==> config.mk <==
export PLATFORM = sky130hd
export DESIGN_NAME = serial_rx_channel
export DESIGN_NICKNAME = d
export VERILOG_FILES = /design/src/rtl/rxc_pkg.sv /design/src/rtl/rxc_sampler.sv /design/src/rtl/rxc_queue.sv /design/src/rtl/rxc_flow.sv /design/src/rtl/serial_rx_channel.sv
export SDC_FILE = /design/constraint.sdc
export NUM_CORES = 1
export LEC_CHECK = 0
export BUFFER_PORTS_ARGS = -buffer_cell sky130_fd_sc_hd__buf_2
export CORE_MARGIN = 2
export CORE_UTILIZATION = 55
export CTS_BUF_LIST = sky130_fd_sc_hd__clkbuf_4 sky130_fd_sc_hd__clkbuf_8 sky130_fd_sc_hd__clkbuf_16
export CTS_CLUSTER_SIZE = 40
export DETAILED_ROUTE_END_ITERATION = 8
export GPL_TIMING_DRIVEN = 0
export PLACE_DENSITY = 0.84
export SLEW_MARGIN = 20
export SYNTH_ARGS = -nofsm -noshare
export SYNTH_HDL_FRONTEND = slang
export SYNTH_SLANG_ARGS = --single-unit
export TNS_END_PERCENT = 10
==> constraint.sdc <==
create_clock -name clk -period 3.5 [get_ports clk]
set_input_delay 0.7 -clock clk [delete_from_list [all_inputs] [get_ports clk]]
set_output_delay 0.7 -clock clk [all_outputs]
set_load 0.01 [all_outputs]
==> src/rtl/rxc_pkg.sv <==
package rxc_pkg;
  localparam int DATA_W = 8;

  typedef struct packed {
    logic              brk;
    logic              ferr;
    logic              perr;
    logic [DATA_W-1:0] data;
  } rx_word_t;

  typedef enum logic [2:0] {
    ST_IDLE  = 3'd0,
    ST_START = 3'd1,
    ST_DATA  = 3'd2,
    ST_PAR   = 3'd3,
    ST_STOP  = 3'd4
  } rx_state_t;
endpackage

==> src/rtl/rxc_sampler.sv <==
module rxc_sampler
  import rxc_pkg::*;
#(
  parameter int SYNC_STAGES = 2,
  parameter int OVERSAMPLE  = 16
) (
  input  logic     clk,
  input  logic     rst_n,
  input  logic     tick,
  input  logic     line_in,
  input  logic     par_en,
  input  logic     par_odd,
  output logic     ch_valid,
  output rx_word_t ch_word
);
  localparam int CW  = $clog2(OVERSAMPLE);
  localparam int IW  = $clog2(DATA_W);
  localparam int MID = OVERSAMPLE / 2;

  logic [SYNC_STAGES-1:0] sync_q;
  genvar g;
  generate
    for (g = 0; g < SYNC_STAGES; g++) begin : g_sync
      if (g == 0) begin : g_first
        always_ff @(posedge clk or negedge rst_n)
          if (!rst_n) sync_q[0] <= 1'b1;
          else        sync_q[0] <= line_in;
      end else begin : g_next
        always_ff @(posedge clk or negedge rst_n)
          if (!rst_n) sync_q[g] <= 1'b1;
          else        sync_q[g] <= sync_q[g-1];
      end
    end
  endgenerate

  logic              rx_s;
  assign rx_s = sync_q[SYNC_STAGES-1];

  rx_state_t         state;
  logic [CW-1:0]     cnt;
  logic [IW-1:0]     idx;
  logic [DATA_W-1:0] shreg;
  logic              par_bit;
  logic              prev_hi;
  logic              at_mid;
  logic              at_end;

  assign at_mid = (cnt == CW'(MID - 1));
  assign at_end = (cnt == CW'(OVERSAMPLE - 1));

  always_ff @(posedge clk or negedge rst_n) begin
    if (!rst_n) begin
      state    <= ST_IDLE;
      cnt      <= '0;
      idx      <= '0;
      shreg    <= '0;
      par_bit  <= 1'b0;
      prev_hi  <= 1'b1;
      ch_valid <= 1'b0;
      ch_word  <= '0;
    end else begin
      ch_valid <= 1'b0;
      if (tick) begin
        prev_hi <= rx_s;
        cnt     <= cnt + 1'b1;
        unique case (state)
          ST_IDLE: begin
            cnt <= '0;
            if (prev_hi && !rx_s) state <= ST_START;
          end
          ST_START: if (at_mid) begin
            cnt   <= '0;
            idx   <= '0;
            state <= rx_s ? ST_IDLE : ST_DATA;
          end
          ST_DATA: if (at_end) begin
            shreg <= {rx_s, shreg[DATA_W-1:1]};
            idx   <= idx + 1'b1;
            if (idx == IW'(DATA_W - 1)) state <= par_en ? ST_PAR : ST_STOP;
          end
          ST_PAR: if (at_end) begin
            par_bit <= rx_s;
            state   <= ST_STOP;
          end
          ST_STOP: if (at_end) begin
            ch_valid     <= 1'b1;
            ch_word.data <= shreg;
            ch_word.perr <= par_en & (^shreg ^ par_bit ^ par_odd);
            ch_word.ferr <= ~rx_s;
            ch_word.brk  <= ~rx_s & (shreg == '0) & ~(par_en & par_bit);
            state        <= ST_IDLE;
          end
          default: state <= ST_IDLE;
        endcase
      end
    end
  end

  a_r5_break_implies_framing: assert property (@(posedge clk) disable iff (!rst_n)
    ch_valid && ch_word.brk |-> ch_word.ferr);
  a_r3_no_perr_without_parity: assert property (@(posedge clk) disable iff (!rst_n)
    ch_valid && !par_en && $stable(par_en) |-> !ch_word.perr);
endmodule

==> src/rtl/rxc_queue.sv <==
module rxc_queue
  import rxc_pkg::*;
#(
  parameter int DEPTH = 16
) (
  input  logic                       clk,
  input  logic                       rst_n,
  input  logic                       queue_en,
  input  logic                       push,
  input  rx_word_t                   push_word,
  input  logic                       pop_ready,
  output logic                       head_valid,
  output rx_word_t                   head_word,
  output logic [$clog2(DEPTH+1)-1:0] count,
  output logic                       ovr
);
  localparam int CW = $clog2(DEPTH + 1);
  localparam int PW = (DEPTH > 1) ? $clog2(DEPTH) : 1;

  rx_word_t        mem [DEPTH];
  logic [PW-1:0]   wr_ptr, rd_ptr;
  logic            mode_q;
  logic            flush;
  logic [CW-1:0]   cap;
  logic            do_push, do_pop;

  assign flush      = (queue_en != mode_q);
  assign cap        = queue_en ? CW'(DEPTH) : CW'(1);
  assign head_valid = (count != '0);
  assign head_word  = mem[rd_ptr];
  assign do_pop     = head_valid && pop_ready && !flush;
  assign do_push    = push && !flush && (count < cap);

  function automatic logic [PW-1:0] bump(input logic [PW-1:0] p);
    return (p == PW'(DEPTH - 1)) ? '0 : p + 1'b1;
  endfunction

  always_ff @(posedge clk) begin
    if (do_push) mem[wr_ptr] <= push_word;
  end

  always_ff @(posedge clk or negedge rst_n) begin
    if (!rst_n) begin
      wr_ptr <= '0;
      rd_ptr <= '0;
      count  <= '0;
      ovr    <= 1'b0;
      mode_q <= 1'b0;
    end else begin
      mode_q <= queue_en;
      if (flush) begin
        wr_ptr <= '0;
        rd_ptr <= '0;
        count  <= '0;
        ovr    <= 1'b0;
      end else begin
        if (do_push) wr_ptr <= bump(wr_ptr);
        if (do_pop)  rd_ptr <= bump(rd_ptr);
        count <= count + CW'(do_push) - CW'(do_pop);
        if (push && !do_push) ovr <= 1'b1;
      end
    end
  end

  a_r7_no_overflow: assert property (@(posedge clk) disable iff (!rst_n)
    count <= CW'(DEPTH));
  a_r6_single_holds_one: assert property (@(posedge clk) disable iff (!rst_n)
    !queue_en && !mode_q |-> count <= CW'(1));
  a_r6_overrun_sticky: assert property (@(posedge clk) disable iff (!rst_n)
    ovr && (queue_en == mode_q) |=> ovr);
  a_r10_head_stable: assert property (@(posedge clk) disable iff (!rst_n)
    head_valid && !pop_ready |=> !head_valid || $stable(head_word));
endmodule

==> src/rtl/rxc_flow.sv <==
module rxc_flow #(
  parameter int CW       = 5,
  parameter int PAUSE_AT = 14,
  parameter int RESUME_BELOW = 8
) (
  input  logic          clk,
  input  logic          rst_n,
  input  logic          enable,
  input  logic [CW-1:0] level,
  output logic          rts
);
  always_ff @(posedge clk or negedge rst_n) begin
    if (!rst_n)                         rts <= 1'b1;
    else if (!enable)                   rts <= 1'b1;
    else if (level >= CW'(PAUSE_AT))    rts <= 1'b0;
    else if (level <  CW'(RESUME_BELOW)) rts <= 1'b1;
  end

  a_r9_free_when_off: assert property (@(posedge clk) disable iff (!rst_n)
    !enable |=> rts);
  a_r9_pause_high_level: assert property (@(posedge clk) disable iff (!rst_n)
    enable && level >= CW'(PAUSE_AT) |=> !rts);
  a_r9_hysteresis_hold: assert property (@(posedge clk) disable iff (!rst_n)
    enable && level >= CW'(RESUME_BELOW) && level < CW'(PAUSE_AT) |=> rts == $past(rts));
endmodule

==> src/rtl/serial_rx_channel.sv <==
module serial_rx_channel
  import rxc_pkg::*;
#(
  parameter int DEPTH        = 16,
  parameter int OVERSAMPLE   = 16,
  parameter int SYNC_STAGES  = 2,
  parameter int PAUSE_AT     = 14,
  parameter int RESUME_BELOW = 8
) (
  input  logic              clk,
  input  logic              rst_n,
  input  logic              sample_tick,
  input  logic              rx_line,
  input  logic              fifo_mode,
  input  logic              auto_flow,
  input  logic              parity_on,
  input  logic              parity_odd,
  output logic              out_valid,
  input  logic              out_ready,
  output logic [DATA_W-1:0] out_data,
  output logic              out_perr,
  output logic              out_ferr,
  output logic              out_brk,
  output logic              dma_rx_rdy,
  output logic              overrun,
  output logic              rts
);
  localparam int CW = $clog2(DEPTH + 1);

  logic          ch_valid;
  rx_word_t      ch_word;
  rx_word_t      head;
  logic [CW-1:0] level;

  rxc_sampler #(.SYNC_STAGES(SYNC_STAGES), .OVERSAMPLE(OVERSAMPLE)) u_sampler (
    .clk(clk), .rst_n(rst_n), .tick(sample_tick), .line_in(rx_line),
    .par_en(parity_on), .par_odd(parity_odd),
    .ch_valid(ch_valid), .ch_word(ch_word)
  );

  rxc_queue #(.DEPTH(DEPTH)) u_queue (
    .clk(clk), .rst_n(rst_n), .queue_en(fifo_mode),
    .push(ch_valid), .push_word(ch_word), .pop_ready(out_ready),
    .head_valid(out_valid), .head_word(head), .count(level), .ovr(overrun)
  );

  rxc_flow #(.CW(CW), .PAUSE_AT(PAUSE_AT), .RESUME_BELOW(RESUME_BELOW)) u_flow (
    .clk(clk), .rst_n(rst_n), .enable(auto_flow & fifo_mode),
    .level(level), .rts(rts)
  );

  assign out_data   = head.data;
  assign out_perr   = head.perr;
  assign out_ferr   = head.ferr;
  assign out_brk    = head.brk;
  assign dma_rx_rdy = out_valid;
endmodule

After elaboration in Yosys (flattened, before gate mapping)
Memories as Yosys holds them, arrays and structs flattened. Index checks and enable logic that the tools add are counted.

Output and inout port bits: 15. Flip-flop bits (word level): 50. Bits in writable memories: 176. Memory bits (read-only): 0. Input port bits: 9. Memories kept: 1. Bits in latches: 0. Logic and storage cells: 109.

Memory list: u_queue.mem (words 16, bits a word 11, rd ports 1, clocked after Yosys merged registers in 0, write ports 1, RTL line rxc_queue.sv:20) `rx_word_t mem [DEPTH];`.

Reduce and logical (&&, ||, !) cells: 22. $add $sub $neg: 6. Divide/modulo/power cells: 0. Equality and inequality tests: 17. Shift-type cells: 0. Multiply operators: 0. Bitwise operators: 9. $lt $le $gt $ge: 3. Muxes and demuxes: 32.

Operators by type and width (number): $mux W4 (7); $mux W3 (9); $pmux W3 S5 (1); $add A4 B1 Y4 const B (3); $eq A4 B4 Y1 const B (3); $ne A2 B1 Y1 const B (6); $mux W1 (10); $mux W5 (2); $reduce_and A3 Y1 (3); $logic_not A8 Y1 (1); $pmux W4 S2 (1); $reduce_bool A2 Y1 (4); $reduce_xor A8 Y1 (1); $reduce_and A7 Y1 (1); $eq A3 B2 Y1 const B (2); $eq A3 B3 Y1 const B (2); $logic_and A1 B1 Y1 (6); $pmux W3 S2 (1); $add A5 B1 Y5 (1); $and A1 B1 Y1 (5); $ge A5 B4 Y1 const B (1); $lt A5 B4 Y1 const B (1); $lt A5 B5 Y1 (1); $reduce_bool A5 Y1 (1); 12 further kinds (16).

Longest topological paths before layout
Gate-level depths: netlist of run 1.

Depth in word-level cells: 8. Depth in mapped cells: 15. Depth with buffers taken out: 14.

By module
Synthesis of run 1 repeated with hierarchy kept, for this count alone.

Cell total of the unflattened synthesis: 614. Area, all modules: 9655.5 um^2.

By module, submodules not included: rxc_queue (times used 1, area each 7916.3 um^2, cells each 443, seq. area each 5660.4 um^2); rxc_sampler (times used 1, area each 1677.9 um^2, cells each 164, seq. area each 854.6 um^2); rxc_flow (times used 1, area each 47.5 um^2, cells each 5, seq. area each 26.3 um^2); serial_rx_channel (times used 1, area each 13.8 um^2, cells each 2, seq. area each 0.0 um^2).

Least setup slack after synthesis of run 1
Ideal clock, no wire load.

Kind: in2reg. Start: input fifo_mode. End: memory u_queue.mem[15][0] (netlist name) (enable). Data arrival time: 2.599 ns. Stages: 5. Required time: 3.092 ns. Library setup time: 0.408 ns. Setup slack: 0.493 ns. Path buffers: 1. Cell sequence: inv_1 -> ha_1 -> or3b_1 -> buf_2 -> nor4_1.

Word-level cells in the longest chain between the ends: 6. Elaborated cells between the ends (all ways): 8. Those cells by class: 1 x order compare; 1 x eq/ne; 3 x mux; 3 x reduce/logical.

RTL lines: from (decl) (RTL line serial_rx_channel.sv:14) `input logic fifo_mode,`; parallel branches: the longest is 3 deep, another holds $lt A5 B5 Y1; $logic_and A1 B1 Y1 (*) (RTL line rxc_queue.sv:32) `assign do_push = push && !flush && (count < cap);`; $mux W1 (*) (RTL line rxc_queue.sv:39) `if (do_push) mem[wr_ptr] <= push_word;`; $mux W1 (implied by the code) (*) (RTL line rxc_queue.sv:39); to (decl) (RTL line rxc_queue.sv:20).

Mark *: on every way between the ends.

Worst setup path in the final report of run 1
Start: register u_queue.rd_ptr[1]. End: output out_data[5].

Word-level cells in the longest chain between the ends: 1.

RTL lines: from (decl) (RTL line rxc_queue.sv:21) `logic [PW-1:0] wr_ptr, rd_ptr;`; from (signal assigned) (RTL line rxc_queue.sv:58) `if (do_pop) rd_ptr <= bump(rd_ptr);`; $mem_v2 Z16 W11; to (decl) (RTL line serial_rx_channel.sv:20) `output logic [DATA_W-1:0] out_data,`.

Every way passes these cells.

==> metrics.yaml, run 1 <==
dieHeight_um: 135
nets: 680
synthToLayoutAreaGrowth_pct: 13.2
max-cap-violations: 0
crit_path_frequent_cell: "buf_2"
worst_skew_pair.late_latency_ps: 520
drt_drc_violations_left: 0
root_cell_of_the_clock_tree: "clkbuf_16"
cp_max_fo: 10
timing.final.crit_share: 0.999
avgSynthCellArea_um2: 15.9
dp.final_hpwl_um: 13200
tritoncts: "yes"
clockBufferDepth: 3
cts.clk_slew.worst_paths_ps: 60
final-setup-viol-count: 0
synthesis.instances: 594
filler_cell_count: 1160
diodes: 0
clock.fmax_ghz: 0.286
timing.critical_path.slowest_cell_delay_ps: 480
critical_path.slowest_cell: "a221oi_1"
grt_first_pass_wirelength_um: 32700
arrival_ps: 2800
syn-num-nets: 628
route.vias.total: 5547
timing_hold_violations_final: 0
drt_first_pass_iters: 7
rsz0062_at_grt: "true"
drv_slew: 0
ir_drop_uv: 531
timing.critical_path.from_type: "register"
gr-usage-all-layers: 0.237
hold_path_class: "in2async"
clock_skew_ps: 16.4
drt-total-wl_um: 20800
ant_nets: 0
fp.coreArea_mm2: 0.0167
grt_pass1_vias: 5827
htree_num_levels: 1
io-pin-count: 24
count_of_warnings_emitted_by_yosys: 0
die_w_um: 135
initial_utilization: 0.566
postSynthRegisterBits: 226
largest_net_degree_at_the_start_of_global_routing: 51
ys.flop_type: "edfxtp_1"
outcome: "complete, no violations"
static-leakage-power_nw: 3.49
final_layout_size_suffix_gt1_frac: 0.181
wl_per_cell_um: 23.6
postSynth.asyncResetShare: 0.221
detail_route.iter0.violations: 477
post-layout-total-power_w: 0.00663
synth_sequential_area_ratio: 0.692
tns_ps: 0
cp-end-kind: "output pin"
final_util: 0.641
timing.critical_path.max_delay_family: "buffers and inverters"
syn-cell-area_mm2: 0.00946
critical_path.cell_chain: "buf_2 -> and2_1 -> clkbuf_1 -> clkbuf_2 -> a221oi_1 -> o21ai_0 -> nand2_1 -> buf_2"
numClockSinks: 226
gp_congestion: 0.861
die_area_mm2: 0.0183
cts_inserted_buffers: 23
place.port_buffers: 23
worstMarginPinSlew_ps: 763
core.rowCount: 47
crit_type: "reg2out"
maxSlewHeadroom: 0.491
synthDistinctLibCells: 55
via_per_inst: 6.29
required_time_of_the_worst_setup_path_ps: 2800
synth_enable_flop_cells: 176
grt-ovfl-total: 0
hold_buffers: 0
hold_ws_ps: 215
grt_antenna_before_repair: 0
min_period_ps: 3500
pwr_density_cell_mw_per_mm2: 619
cp.buffers_inverters: 4
[worst paths after layout]
| check | start | end | slack, ps | depth (start not counted) |
|---|---|---|---|---|
| min in group clk | rx_line | u_sampler.sync_q[0] | 290 | 1 |
| worst min-delay path | rst_n | u_queue.wr_ptr[2] | 220 | 1 |
| worst max register to register | u_queue.count[2] | u_queue.count[4] | 340 | 15 |
| worst min register to register | u_sampler.sync_q[0] | u_sampler.rx_s | 360 | 0 |
| max in group asynchronous | rst_n | u_sampler.par_bit | 2870 | 1 |
| worst max-delay path | u_queue.rd_ptr[1] | out_data[5] | 3 | 8 |
[layout by cell type, fill, tap and decap left out, types with 9 or more instances in the layout]
cell type / netlist / layout
a21oi_1: 12 / 12
a221oi_1: 23 / 22
a22oi_1: 11 / 11
and3_1: 9 / 9
buf_2: 10 / 35
clkbuf_1: 18 / 15
clkbuf_16: 0 / 23
dfrtp_1: 46 / 46
edfxtp_1: 176 / 176
ha_1: 24 / 24
inv_1: 28 / 28
mux2i_1: 53 / 53
mux4_2: 22 / 22
nand2_1: 39 / 39
nor2_1: 10 / 10
o21ai_0: 30 / 30
[state kept, by name, summed over array words and instances, names as in the netlist, 4 cells and up]
register and cells:
u_queue.mem 176, u_queue.wr_ptr 4, u_queue.count 5, u_queue.rd_ptr 4, u_sampler.shreg 8, u_sampler.ch_word 11
u_sampler.cnt 4
[cell type report]
type                       count  area, µm²  share of cell area
clock buffer                  28        613              0.0573
timing repair buffer          27        138              0.0129
clock inverter                13        193              0.0180
tap                          220        275              0.0257
buffer                        31        140              0.0131
sequential                   226       6540               0.611
inverter                      28        105             0.00982
multi-input combinational    309       2700               0.252
[synth_stat cells (all sizes together), types with 2 or more instances]
master   number  share of area
nor3          5         0.0032
nand2        39          0.015
o31ai         2         0.0016
and3          9         0.0060
edfxtp      176           0.56
xor2          2         0.0019
clkbuf       18         0.0071
o2bb2ai       3         0.0028
mux2i        53          0.056
nor2b         2         0.0013
nand2b        3         0.0020
buf          13         0.0069
a221oi       23          0.021
nor2         11         0.0046
inv          28          0.011
nor3b         2         0.0016
nor4          2         0.0013
a21oi        12         0.0063
o21a          2         0.0016
o21bai        2         0.0016
mux2          7         0.0083
dfstp         4          0.011
xnor2         8         0.0074
o21ai        30          0.016
and4          7         0.0065
mux4         22          0.052
nand4         2         0.0013
ha           24          0.032
dfrtp        46           0.12
a22o          2         0.0019
nand3         5         0.0026
a22oi        11         0.0087
[per-stage QoR]
step	cell area, µm²	cells	worst slack (ps)
finish	10700	882	3.18
global placement	9850	837	-767
CTS	10700	882	0.0331
global route	10700	882	-36.1
floorplan	9460	594	493
detailed placement	9880	841	27.4
[cells by family after synthesis]
family,share of synthesized area
flops,0.692
compound gates,0.0709
simple gates,0.0525
mux,0.117
buf+inv,0.0251
fa+ha+maj,0.0339
xor+xnor,0.00926
[power by group]
group	internal, W	leakage [nW]	switching (W)	total (W)
clock network	0.00161	0.398	0.000992	0.00261
registers	0.00295	1.89	0.0000854	0.00304
logic	0.000426	1.20	0.000559	0.000986
total	0.00499	3.49	0.00164	0.00663
[routing by layer]
metal	global-route usage	wire length, µm	vias up
li1	-	-	2420
met1	0.304	8070	2819
met2	0.410	10600	256
met3	0.0385	1390	52
met4	0.0943	772	0
met5	0	0	-
[timing repair]
action	4_1_cts	5_1_grt
buffers inserted	0	0
gates resized for setup	2	6
hold endpoints to repair	0	0
endpoints found under the setup margin	3	11
No activity file was read; power rests on OpenSTA's default activity.
==> run 2: changes to the inputs <==
- CORE_ASPECT_RATIO: default -> 0.8
- PLACE_DENSITY: 0.84 -> default
- PLACE_DENSITY_LB_ADDON: default -> 0.08
==> run 2 against run 1 <==
Global-route usage fell by 0.58 points; combinational power grew 0.4%; flip-flop and latch count unchanged; sequential power about the same; die area barely moved; critical path depth unchanged; clock skew shrank 8.9 ps; total power shrank 4.5%; first-iteration DRC count up 28%; non-clock buffer count unchanged; critical endpoint is now out_data[2]; largest cell class unchanged; highest routed layer unchanged.
==> metrics.yaml, run 2 (same netlist as run 1, synthesis figures left out) <==
worst_skew_pair.late_latency_ps: 500  # -20 ps
grt_first_pass_wirelength_um: 30900  # -5.4%
dp_worst_setup_slack_ps: -1.14  # -28.5 ps
die_area_mm2: 0.0183  # about the same
gr-usage-all-layers: 0.232  # -0.00575
grt-ovfl-total: 0  # unchanged
required_time_of_the_worst_setup_path_ps: 2800  # about the same
grt_pass1_vias: 5336  # -8.4%
clock_skew_ps: 7.50  # -8.90 ps
top_library_cells_by_usage_in_the_layout_fill_and_taps_aside: "edfxtp_1 (176), mux2i_1 (53), dfrtp_1 (46)"
die_w_um: 151  # +11%
largest_registers: "u_queue.mem (176), u_sampler.ch_word (11), u_sampler.shreg (8)"
detail_route.iter0.violations: 611  # +28%
final-setup-viol-count: 0  # unchanged
post-layout-total-power_w: 0.00633  # -4.5%
crit_type: "reg2out"
worstMarginPinSlew_ps: 754  # -8.77 ps
dp.final_hpwl_um: 13200  # +0.29%
route.vias.total: 5296  # -4.5%
numClockSinks: 226  # unchanged
wl_per_cell_um: 22.8  # -3.1%
hold_path_class: "in2async"
pwr_density_cell_mw_per_mm2: 596  # -3.8%
hold_ws_ps: 213  # -1.96 ps
maxSlewHeadroom: 0.497  # +0.00585
clockBufferDepth: 3  # unchanged
hold_buffers: 0  # unchanged
gp_congestion: 0.848  # -1.5%
min_period_ps: 3440  # -53.3 ps
timing.critical_path.from_type: "register"
largest_net_degree_at_the_start_of_global_routing: 51  # unchanged
drv_slew: 0  # unchanged
root_cell_of_the_clock_tree: "clkbuf_16"
diodes: 0  # unchanged
synthToLayoutAreaGrowth_pct: 12.3
post-route-worst-setup-slack_ps: 56.5  # +53.3 ps
io-pin-count: 24  # unchanged
nets: 680  # unchanged
final_layout_size_suffix_gt1_frac: 0.181  # -0.000273
arrival_ps: 2740  # -60 ps
clock.fmax_ghz: 0.290  # +1.5%
timing_hold_violations_final: 0  # unchanged
timing.final.crit_share: 0.984  # -0.0152
via_per_inst: 6.00  # -4.6%
largest_reg_flops: 176  # unchanged
drt_drc_violations_left: 0  # unchanged
drt-total-wl_um: 20200  # -3.0%
ant_nets: 0  # unchanged
cp_max_fo: 10  # unchanged
grt_antenna_before_repair: 0  # unchanged
initial_utilization: 0.566  # about the same
top_reg_by_flops: "u_queue.mem"
place.port_buffers: 23  # unchanged
outcome: "complete, no violations"
cts.clk_slew.worst_paths_ps: 60  # about the same
startpoint_of_the_most_critical_register_to_register_path: "u_queue.count[2]"
dieHeight_um: 121  # -10%
tritoncts: "yes"
cp-end-kind: "output pin"
ir_drop_uv: 497  # -6.5%
ff2ff_setup_slack_ps: 380  # +40 ps
worst-r2r-cell-count: 15  # unchanged
placement.cell_area_mm2: 0.00988  # about the same
drt_first_pass_iters: 5  # -2
finished_layout_cell_area_mm2: 0.0106  # -0.72%
core.rowCount: 42  # -11%
worstReg2RegEnd: "u_queue.count[4]"
htree_num_levels: 1  # unchanged
fp.coreArea_mm2: 0.0167  # about the same
layout_commonest_cell: "edfxtp_1"
rsz0062_at_grt: "true"
cts_inserted_buffers: 23  # unchanged
max-cap-violations: 0  # unchanged
static-leakage-power_nw: 3.45  # -0.98%
==> run 2: cell count changes in the layout (fill, tap and decap cells not counted), sizes merged <==
cell / delta
clkinv: +6
bufinv: -4
buf: -4
clkbuf: +4
clkinvlp: -1
==> run 2: worst max-delay path, stage by stage (launching register included) <==
cell	delay, ps
dfrtp_1	380
buf_2	230
and2_1	200
clkbuf_1	150
clkbuf_2	260
a221oi_1	600
o21ai_0	180
nand2_1	100
buf_2	130
==> run 2: stage by stage <==
stage / instances / util / TNS (ps)
floorplan: 594 / - / 0
global placement: 837 / 0.589 / -13800
detailed placement: 841 / 0.591 / -1.14
CTS: 883 / 0.634 / -14.1
global route: 883 / 0.636 / -9.67
finish: 883 / 0.636 / 0
==> run 2: cell type report <==
cell class                      count  area (µm²)
Buffer                             31         150
Tap cell                          220         275
Inverter                           28         105
Multi-Input combinational cell    309        2710
Timing Repair Buffer               27         140
Clock buffer                       28         613
Clock inverter                     14        96.3
Sequential cell                   226        6540
Fill cell                        1213        6080
==> run 2: layer usage <==
layer  GRT usage  wire length, µm  vias to the layer above
met1       0.339             9110                     2691
li1            -                -                     2410
met3      0.0410             1200                       29
met2       0.368             9560                      166
met4      0.0537              304                        0
met5           0                0                        -
==> run 2: where the power goes <==
| group | internal (W) | switching [W] |
|---|---|---|
| Combinational | 0.000432 | 0.000558 |
| Sequential | 0.00295 | 0.0000888 |
| Clock | 0.00132 | 0.000976 |
==> run 2: worst max path at each step <==
stage                           start                 end  slack (ps)
floorplan                   fifo_mode  u_queue.mem[15][0]         490
global placement            fifo_mode   u_queue.mem[7][0]        -710
detailed placement          fifo_mode    u_queue.count[4]          -1
CTS                 u_queue.rd_ptr[1]         out_data[6]         -10
global route        u_queue.rd_ptr[0]         out_data[1]          -6
finish              u_queue.rd_ptr[1]         out_data[2]          60
==> run 2: what timing repair did <==
item                       4_1_cts  5_1_grt
gates resized for setup          2       12
setup endpoints to repair        2       11
setup buffers                    0        0
